--- src/rtl/cds_pkg.sv ---
package cds_pkg;

    typedef enum logic [7:0] {
        OP_PIN_SET   = 8'h00,
        OP_PIN_GET   = 8'h01,
        OP_PIN_DIR   = 8'h02,
        OP_PER_WR    = 8'h03,
        OP_PER_RD    = 8'h04,
        OP_WAIT      = 8'h05,
        OP_PWM_HI    = 8'h06,
        OP_PWM_LO    = 8'h07,
        OP_ADC       = 8'h08,
        OP_CAP_GO    = 8'h09,
        OP_CAP_END   = 8'h0A,
        OP_PTR       = 8'h0B,
        OP_REG_WR    = 8'h0C,
        OP_REG_RD    = 8'h0D,
        OP_HALT      = 8'h0F
    } op_e;

    // Opcodes that arm a data-consuming operation.
    function automatic logic op_takes_data(input logic [7:0] code);
        return (code <= 8'h08) || (code >= 8'h0B && code <= 8'h0D);
    endfunction

endpackage

--- src/rtl/cds_delay.sv ---
module cds_delay #(
    parameter int CNT_W = 16
) (
    input  logic             clk,
    input  logic             rst_n,
    input  logic             load,
    input  logic [CNT_W-1:0] load_val,
    output logic             busy
);
    logic [CNT_W-1:0] cnt_d, cnt_q;

    always_comb begin
        cnt_d = cnt_q;
        if (load) begin
            cnt_d = load_val;
        end else if (cnt_q != '0) begin
            cnt_d = cnt_q - 1'b1;
        end
    end

    always_ff @(posedge clk) begin
        if (!rst_n) cnt_q <= '0;
        else        cnt_q <= cnt_d;
    end

    assign busy = (cnt_q != '0);
endmodule

--- src/rtl/cds_regfile.sv ---
module cds_regfile #(
    parameter int DATA_W = 16,
    parameter int DEPTH  = 16,
    localparam int PTR_W = $clog2(DEPTH)
) (
    input  logic              clk,
    input  logic              rst_n,
    input  logic              ptr_load,
    input  logic [PTR_W-1:0]  ptr_val,
    input  logic              wr_en,
    input  logic [DATA_W-1:0] wr_data,
    input  logic              rd_adv,
    output logic [DATA_W-1:0] rd_data,
    output logic [PTR_W-1:0]  ptr
);
    logic [PTR_W-1:0]  ptr_d, ptr_q;
    logic [DATA_W-1:0] mem_q [DEPTH];

    always_comb begin
        ptr_d = ptr_q;
        if (ptr_load) begin
            ptr_d = ptr_val;
        end else if (wr_en || rd_adv) begin
            ptr_d = (ptr_q == PTR_W'(DEPTH - 1)) ? '0 : ptr_q + 1'b1;
        end
    end

    always_ff @(posedge clk) begin
        if (!rst_n) ptr_q <= '0;
        else        ptr_q <= ptr_d;
    end

    for (genvar g = 0; g < DEPTH; g++) begin : g_entry
        logic [DATA_W-1:0] ent_d;
        always_comb begin
            ent_d = mem_q[g];
            if (wr_en && ptr_q == PTR_W'(g)) ent_d = wr_data;
        end
        always_ff @(posedge clk) begin
            if (!rst_n) mem_q[g] <= '0;
            else        mem_q[g] <= ent_d;
        end
    end

    assign rd_data = mem_q[ptr_q];
    assign ptr     = ptr_q;
endmodule

--- src/rtl/cds_sequencer.sv ---
module cds_sequencer
    import cds_pkg::*;
#(
    parameter int DATA_W = 16,
    parameter int PIN_W  = 8,
    parameter int SEL_W  = 4,
    parameter int DEPTH  = 16
) (
    input  logic              clk,
    input  logic              rst_n,
    input  logic              in_valid,
    output logic              in_ready,
    input  logic              in_is_cmd,
    input  logic [DATA_W-1:0] in_payload,
    input  logic              resume,
    input  logic [PIN_W-1:0]  pin_in,
    output logic [PIN_W-1:0]  pin_out,
    output logic              pin_out_we,
    output logic [PIN_W-1:0]  pin_dir,
    output logic              pin_dir_we,
    output logic [DATA_W-1:0] per_data,
    output logic              per_wr,
    output logic              per_rd,
    output logic [DATA_W-1:0] pwm_value,
    output logic              pwm_on_we,
    output logic              pwm_off_we,
    output logic [SEL_W-1:0]  adc_sel,
    output logic              adc_req,
    output logic              la_start,
    output logic              la_stop,
    output logic              out_valid,
    input  logic              out_ready,
    output logic [DATA_W-1:0] out_data
);
    localparam int PTR_W = $clog2(DEPTH);
    localparam int CNT_W = PTR_W + 1;

    typedef struct packed {
        op_e               op;
        logic              armed;
        logic              halted;
        logic [PIN_W-1:0]  pin_out;
        logic              pin_out_we;
        logic [PIN_W-1:0]  pin_dir;
        logic              pin_dir_we;
        logic [DATA_W-1:0] per_data;
        logic              per_wr;
        logic              per_rd;
        logic [DATA_W-1:0] pwm_value;
        logic              pwm_on_we;
        logic              pwm_off_we;
        logic [SEL_W-1:0]  adc_sel;
        logic              adc_req;
        logic              la_start;
        logic              la_stop;
        logic [CNT_W-1:0]  rd_left;
        logic              out_valid;
        logic [DATA_W-1:0] out_data;
    } seq_t;

    seq_t s_d, s_q;

    logic              dly_busy;
    logic              dly_load;
    logic              rf_ptr_load;
    logic              rf_wr;
    logic              rf_adv;
    logic [DATA_W-1:0] rf_rd_data;
    logic [PTR_W-1:0]  rf_ptr;
    logic              out_free;
    logic              take;
    logic              take_cmd;
    logic              take_dat;
    logic              halt_w;
    logic              rd_pend;

    assign out_free = !s_q.out_valid || out_ready;
    assign halt_w   = s_q.halted;
    assign rd_pend  = (s_q.rd_left != '0);
    assign in_ready = !s_q.halted && !dly_busy && !rd_pend && out_free;
    assign take     = in_valid && in_ready;
    assign take_cmd = take && in_is_cmd;
    assign take_dat = take && !in_is_cmd && s_q.armed;

    always_comb begin
        s_d            = s_q;
        s_d.pin_out_we = 1'b0;
        s_d.pin_dir_we = 1'b0;
        s_d.per_wr     = 1'b0;
        s_d.per_rd     = 1'b0;
        s_d.pwm_on_we  = 1'b0;
        s_d.pwm_off_we = 1'b0;
        s_d.adc_req    = 1'b0;
        s_d.la_start   = 1'b0;
        s_d.la_stop    = 1'b0;
        dly_load       = 1'b0;
        rf_ptr_load    = 1'b0;
        rf_wr          = 1'b0;
        rf_adv         = 1'b0;

        if (s_q.out_valid && out_ready) s_d.out_valid = 1'b0;
        if (s_q.halted && resume)       s_d.halted    = 1'b0;

        if (take_cmd) begin
            s_d.op    = op_e'(in_payload[7:0]);
            s_d.armed = op_takes_data(in_payload[7:0]);
            case (in_payload[7:0])
                OP_HALT:    s_d.halted   = 1'b1;
                OP_CAP_GO:  s_d.la_start = 1'b1;
                OP_CAP_END: s_d.la_stop  = 1'b1;
                default: ;
            endcase
        end

        if (take_dat) begin
            case (s_q.op)
                OP_PIN_SET: begin
                    s_d.pin_out    = in_payload[PIN_W-1:0];
                    s_d.pin_out_we = 1'b1;
                end
                OP_PIN_DIR: begin
                    s_d.pin_dir    = in_payload[PIN_W-1:0];
                    s_d.pin_dir_we = 1'b1;
                end
                OP_PIN_GET: begin
                    s_d.out_valid = 1'b1;
                    s_d.out_data  = {{(DATA_W-PIN_W){1'b0}}, pin_in};
                end
                OP_PER_WR: begin
                    s_d.per_data = in_payload;
                    s_d.per_wr   = 1'b1;
                end
                OP_PER_RD: begin
                    s_d.per_data = in_payload;
                    s_d.per_rd   = 1'b1;
                end
                OP_PWM_HI: begin
                    s_d.pwm_value = in_payload;
                    s_d.pwm_on_we = 1'b1;
                end
                OP_PWM_LO: begin
                    s_d.pwm_value  = in_payload;
                    s_d.pwm_off_we = 1'b1;
                end
                OP_ADC: begin
                    s_d.adc_sel = in_payload[SEL_W-1:0];
                    s_d.adc_req = 1'b1;
                end
                OP_WAIT:   dly_load    = 1'b1;
                OP_PTR:    rf_ptr_load = 1'b1;
                OP_REG_WR: rf_wr       = 1'b1;
                OP_REG_RD: s_d.rd_left = in_payload[CNT_W-1:0];
                default: ;
            endcase
        end

        if (rd_pend && out_free) begin
            s_d.out_valid = 1'b1;
            s_d.out_data  = rf_rd_data;
            s_d.rd_left   = s_q.rd_left - 1'b1;
            rf_adv        = 1'b1;
        end
    end

    always_ff @(posedge clk) begin
        if (!rst_n) begin
            s_q    <= '0;
            s_q.op <= OP_PIN_SET;
        end else begin
            s_q <= s_d;
        end
    end

    cds_delay #(.CNT_W(DATA_W)) u_delay (
        .clk      (clk),
        .rst_n    (rst_n),
        .load     (dly_load),
        .load_val (in_payload),
        .busy     (dly_busy)
    );

    cds_regfile #(.DATA_W(DATA_W), .DEPTH(DEPTH)) u_regs (
        .clk      (clk),
        .rst_n    (rst_n),
        .ptr_load (rf_ptr_load),
        .ptr_val  (in_payload[PTR_W-1:0]),
        .wr_en    (rf_wr),
        .wr_data  (in_payload),
        .rd_adv   (rf_adv),
        .rd_data  (rf_rd_data),
        .ptr      (rf_ptr)
    );

    assign pin_out    = s_q.pin_out;
    assign pin_out_we = s_q.pin_out_we;
    assign pin_dir    = s_q.pin_dir;
    assign pin_dir_we = s_q.pin_dir_we;
    assign per_data   = s_q.per_data;
    assign per_wr     = s_q.per_wr;
    assign per_rd     = s_q.per_rd;
    assign pwm_value  = s_q.pwm_value;
    assign pwm_on_we  = s_q.pwm_on_we;
    assign pwm_off_we = s_q.pwm_off_we;
    assign adc_sel    = s_q.adc_sel;
    assign adc_req    = s_q.adc_req;
    assign la_start   = s_q.la_start;
    assign la_stop    = s_q.la_stop;
    assign out_valid  = s_q.out_valid;
    assign out_data   = s_q.out_data;

    logic unused_ptr;
    assign unused_ptr = ^rf_ptr;
endmodule

--- config.mk ---
export PLATFORM = sky130hd
export DESIGN_NAME = cds_sequencer
export DESIGN_NICKNAME = d
export VERILOG_FILES = /design/src/rtl/cds_pkg.sv /design/src/rtl/cds_delay.sv /design/src/rtl/cds_regfile.sv /design/src/rtl/cds_sequencer.sv
export SDC_FILE = /design/constraint.sdc
export NUM_CORES = 1
export LEC_CHECK = 0
export BUFFER_PORTS_ARGS = -buffer_cell sky130_fd_sc_hd__buf_2
export CAP_MARGIN = 10
export CORE_AREA = 5 5 235 145
export DETAILED_ROUTE_END_ITERATION = 10
export DIE_AREA = 0 0 240 150
export PLACE_DENSITY = 0.73
export SYNTH_ARGS = -nofsm -noshare
export SYNTH_HDL_FRONTEND = slang
export SYNTH_SLANG_ARGS = --single-unit
--- constraint.sdc ---
create_clock -name clk -period 7.7 [get_ports clk]
set_input_delay 0.385 -clock clk [delete_from_list [all_inputs] [get_ports clk]]
set_output_delay 0.385 -clock clk [all_outputs]
set_load 0.02 [all_outputs]
# [Word-level counts from Yosys, hierarchy flattened]
# Memory sizes are Yosys's and may differ from the RTL's. A register that Yosys moved wholly into a read port is not among the register bits.
# Index checks and enable logic that the tools add are counted.
[classes] n_reduce_logical=71 n_bitwise=16 n_eq_ne=45 addsub=3 n_lt_le_gt_ge=3 n_mux=65
[op_table] cell="$mux 16" count=34
[op_table] cell="$eq 8x4->1 const B" count=7
[op_table] cell="$reduce_and 2->1" count=25
[op_table] cell="$mux 22" count=2
[op_table] cell="$eq 4x4->1 const B" count=8
[op_table] cell="$eq 8x3->1 const B" count=4
[op_table] cell="$logic_and 1x1->1" count=27
[op_table] cell="$mux 1" count=22
[op_table] cell="$mux 4" count=5
[op_table] cell="$mux 17" count=1
[op_table] cell="$eq 4x3->1 const B" count=4
[op_table] cell="$eq 8x2->1 const B" count=2
[op_table] cell="$le 8x4->1 const B" count=2
[op_table] cell="$ne 1x1->1 const B" count=16
[op_table] cell="$or 1x1->1" count=16
[op_table] cell="$reduce_bool 16->1" count=1
[op_table] cell="$sub 16x1->16 const B" count=1
[op_table] cell="$reduce_bool 2->1" count=5
[op_table] cell="$eq 4x2->1 const B" count=2
[op_table] cell="$eq 8x1->1 const B" count=1
[op_table] cell="$ge 8x4->1 const B" count=1
[op_table] cell="$logic_not 8->1" count=1
[op_table] cell="$logic_not 1->1" count=5
[op_table] cell="$mux 5" count=1
[op_table] cell="other kinds (7)" count=10
[word_totals] n_memories=1 ff_bits=113 ram_bits=256 output_inout_bits=79
[mem_list] name="u_regs.mem_q" words=16 width=16 rd=1 rd_ports_with_merged_regs=1 write_ports=16 line_no="cds_regfile.sv:17" rtl="logic [DATA_W-1:0] mem_q [DEPTH];"

# [Logic depth before layout (Yosys ltp)]
[logic_depth] word_depth=14 depth_mapped=10 depth_no_buf=7

# [Modules after synthesis]
# Synthesis repeated with hierarchy kept, for this count alone.
[hier_totals] cells_unflattened=1406 area_unflattened_um2=17470.5
[by_module_without_submodules] module="cds_regfile" seq_area_each_um2=7847.5 cells_each=766 area_per_inst_um2=12011.5 instances=1
[by_module_without_submodules] module="cds_sequencer" seq_area_each_um2=1861.8 cells_each=532 area_per_inst_um2=4564.4 instances=1
[by_module_without_submodules] module="cds_delay" seq_area_each_um2=320.3 cells_each=108 area_per_inst_um2=894.6 instances=1

# [Worst setup path after synthesis]
# OpenSTA, ideal clock, no wires.
[synth_path] path_kind="reg2reg" start="reg s_q[17] (netlist name)" end="mem u_regs.mem_q[10][0] (enable)" path_slack_ps=4133 n_path_buf=2 required_time_ps=7289 period_less_slack_ps=3567 arrival_ps=3156 path_stages_with_launch=9 cell_sequence="dfxtp_1 inv_1 ha_1 or4b_1 buf_2 nor4_4 nand4_2 clkbuf_1 o21ai_0"
[synth_lines] element="from (decl)" line_no="cds_sequencer.sv:61" rtl="seq_t s_d, s_q;"
[synth_lines] element="to (decl)" line_no="cds_regfile.sv:17"

==> summary.md <==
| Metric | Value |
|---|---|
| Top_reg_cell synth | `edfxtp_1` |
| Synth top area share | `0.448` |
| CTS tree | `built` |
| Reg2reg start | `u_delay.cnt_q[6]` |
| Clock transition at path regs | `roughly 0.07 ns` |
| Initial DRC Count | `between 1500 and 2000` |
| Clock Skew | `between 0.015 and 0.02 ns` |
| Root buf cell | `clkbuf_16` |
| Std-Cell Rows | `51` |
| Nets | `approximately 1400` |
| Crit path max-delay family | `simple AND/OR/NAND/NOR gates` |
| Power Total | `approximately 4.6 mW` |
| CP peak stage delay | `~1.1 ns` |
| Worst Path Arrival | `around 4.2 ns` |
| GRT Overall Usage | `0.244` |
| Final setup viols | `0` |
| TritonRoute pass-1 iters | `6` |
| # H-tree levels | `2` |
| Achievable Freq | `262 MHz` |
| Critical path required time | `8.08 ns` |
| GP Congestion | `about 0.9` |
| Cts repair resizes | `0` |
| Area contributors post-synth | `edfxtp_1 45%, dfxtp_1 14%, mux4_2 8.4%` |
| Area after DPL | `~17000 um2` |
| # Max-Cap Violations | `0` |
| # IOs | `approximately 110` |
| Share of cells above drive strength 1 | `0.192` |
| Buffers and inverters on the worst path | `0` |
| DP HPWL | `around 29 mm` |
| Place WS | `3.97 ns` |
| Number of setup buffers added after CTS | `0` |
| Netlist cell types | `61` |
| Async SR Flop Fraction | `0` |
| Setup ws final | `3.88 ns` |
| Drt wl/cell | `24.0 um` |
| CTS Buf Count | `34` |
| Synthesized cell area | `about 17000 um2` |
| Final instance area | `around 19000 um2` |
| Syn_nets | `about 1400` |
| Period minus WS final | `approximately 3.8 ns` |
| Area leader, netlist | `edfxtp_1` |
| Worst setup startpoint | `u_delay.cnt_q[6]` |
| Status | `complete, no violations` |
| Most frequent cells in the layout | `256 x edfxtp_1, 227 x and2_1, 115 x dfxtp_1, 108 x nand2_1, 108 x buf_2` |
| RSZ-0062 raised after global routing | `no` |
| Hold wc startpoint | `pin_in[2]` |
| Number of buffers added on ports | `108` |
| Crit share post-route | `0.496` |
| Die Area | `between 30000 and 40000 um2` |
| Worst min path class | `in -> reg` |
| Setup TNS | `0 ns` |
| Seq cells post-synth | `373` |
| Sequential area share after synthesis | `0.584` |
| VDD IR-drop max | `0.148 mV` |
| Fin. Hold Viols | `0` |
| Initial Util | `0.539` |
| Pleak | `6.78 nW` |
| Critical Path, Cell by Cell | `or4_1, nor3_2, nand4_2, nor2_1, and2_1` |
| Hold Slack | `0.0791 ns` |
| Area grow syn2layout | `8.22%` |
| Global route overflow | `0` |
| Hold_buf cts | `0` |
| Die W | `between 200 and 250 um` |
| Initial antenna violation count | `0` |
| Largest net degree at the start of global routing | `just under 90` |
| Wirelength, routed | `around 44 mm` |
| DRC | `0` |
| Worst setup SP type | `flip-flop` |
| Post-synth EDFFs | `between 200 and 300` |
| Cell area power density | `247 nW/um2` |
| DR vias | `around 11000` |
| Relative slew slack | `0.191` |
| Reg2Reg Setup Slack | `just under 4 ns` |
| Vias in the first global route | `approximately 11000` |
| Crit. End Element | `flip-flop` |
| Clk Latency, worst-skew pair | `between 0.5 and 0.6 ns` |
| Die height | `150 um` |
| First-pass GRT wire length | `roughly 67 mm` |
| Clock Sinks | `between 300 and 400` |
| Crit-path slowest cell | `nor2_1` |
| Post-Synthesis Cells | `roughly 1400` |
| Vias per cell | `between 6 and 7` |
| CP Max Fanout | `16` |
| Slew Viols, Final | `0` |
| Clock buffer depth | `3` |
| WS Path Type | `reg -> reg` |
| Syn_area_per_cell | `12.3 um2` |
| Syn. warnings | `0` |
| Worst Max-Slew Pin Slew | `between 1 and 1.5 ns` |
| Antenna-violating nets left | `0` |
| Commonest non-fill, non-tap cell in the layout | `edfxtp_1` |
| Core area | `31800 um2` |
[cell type report]
| type | count | area, um2 |
|---|---|---|
| Clock buffer | 53 | 1020 |
| Timing Repair Buffer | 131 | 713 |
| Fill cell | 2491 | 13300 |
| Tap cell | 424 | 531 |
| Sequential cell | 373 | 10000 |
| Multi-Input combinational cell | 828 | 6150 |
| Antenna cell | 2 | 5.00 |
| Clock inverter | 9 | 97.6 |
| Inverter | 12 | 45.0 |
[synthesized netlist by cell type (4+ instances only)]
cell type  count
a21oi_1       56
a221o_1        8
a221oi_1      10
a22o_1         8
a22oi_1       10
and2_1       227
and3_1         8
buf_1          7
buf_2         20
buf_4         69
clkbuf_1      81
dfxtp_1      117
edfxtp_1     256
ha_1           8
inv_1          9
mux2i_1       40
mux4_2        64
nand2_1      108
nand2b_1       8
nand3_1       19
nand4_1       10
nand4_2        4
nor2_1        72
nor2b_1        6
nor3_1        37
nor3_2         4
nor4_1        15
o21ai_0       22
o22ai_1       10
o2bb2ai_1      8
o31a_1         5
or4_1          5
xnor2_1        8
xor2_1         4
[cells by family (layout without fill, tap and decap cells)]
| kind of cell | after synthesis | after routing | synth area share |
|---|---|---|---|
| AOI/OAI and AO/OA | 151 | 151 | 0.0574 |
| xor gates and xnor gates | 12 | 12 | 0.00612 |
| adders and majority gates | 8 | 8 | 0.00583 |
| buffers and inverters | 191 | 205 | 0.0588 |
| DFF | 373 | 373 | 0.584 |
| muxes | 104 | 104 | 0.107 |
| other | 0 | 2 | 0 |
| and+or+nand+nor | 553 | 553 | 0.181 |
[where the power goes]
part           total (mW)  internal (mW)  switching [mW]
combinational       0.583          0.192           0.392
sequential           2.29           2.23          0.0664
clock                1.72          0.981           0.739
[path summary, 6_finish.rpt]
check / to / cells past startpoint
hold reg to reg: pwm_value[14] / 2
setup reg to reg: u_regs.mem_q[10][14] / 5
hold / removal: out_data[2] / 2
setup / recovery: u_regs.mem_q[10][14] / 5
[metrics by stage]
stage	cells	utilization
after detailed placement	1768	0.549
after global placement	1768	0.549
final	1832	0.584
after global routing	1830	0.584
after CTS	1830	0.584
after floorplan	1392	-
[worst register-to-register path, cell delays in order (launching register included)]
cell and delay, ns:
dfxtp_1 0.37, or4_1 0.63, nor3_2 0.66, nand4_2 0.64
nor2_1 1.11, and2_1 0.27
[per-layer routing]
layer,global-route usage,routed length [um],part of all wire
met5,0,0,0
met4,0.0505,693,0.016
met1,0.390,20000,0.46
met2,0.336,18300,0.42
met3,0.0626,4910,0.11
[flip-flops by register name, indices dropped and copies added (netlist names), 4 cells and up, named ones only]
| register | count |
|---|---|
| adc_sel | 4 |
| out_data | 16 |
| per_data | 16 |
| pin_dir | 8 |
| pin_out | 8 |
| pwm_value | 16 |
| s_q | 14 |
| u_delay.cnt_q | 16 |
| u_regs.mem_q | 256 |
| u_regs.ptr | 4 |
Note: power is estimated with default switching activity, not from simulation.
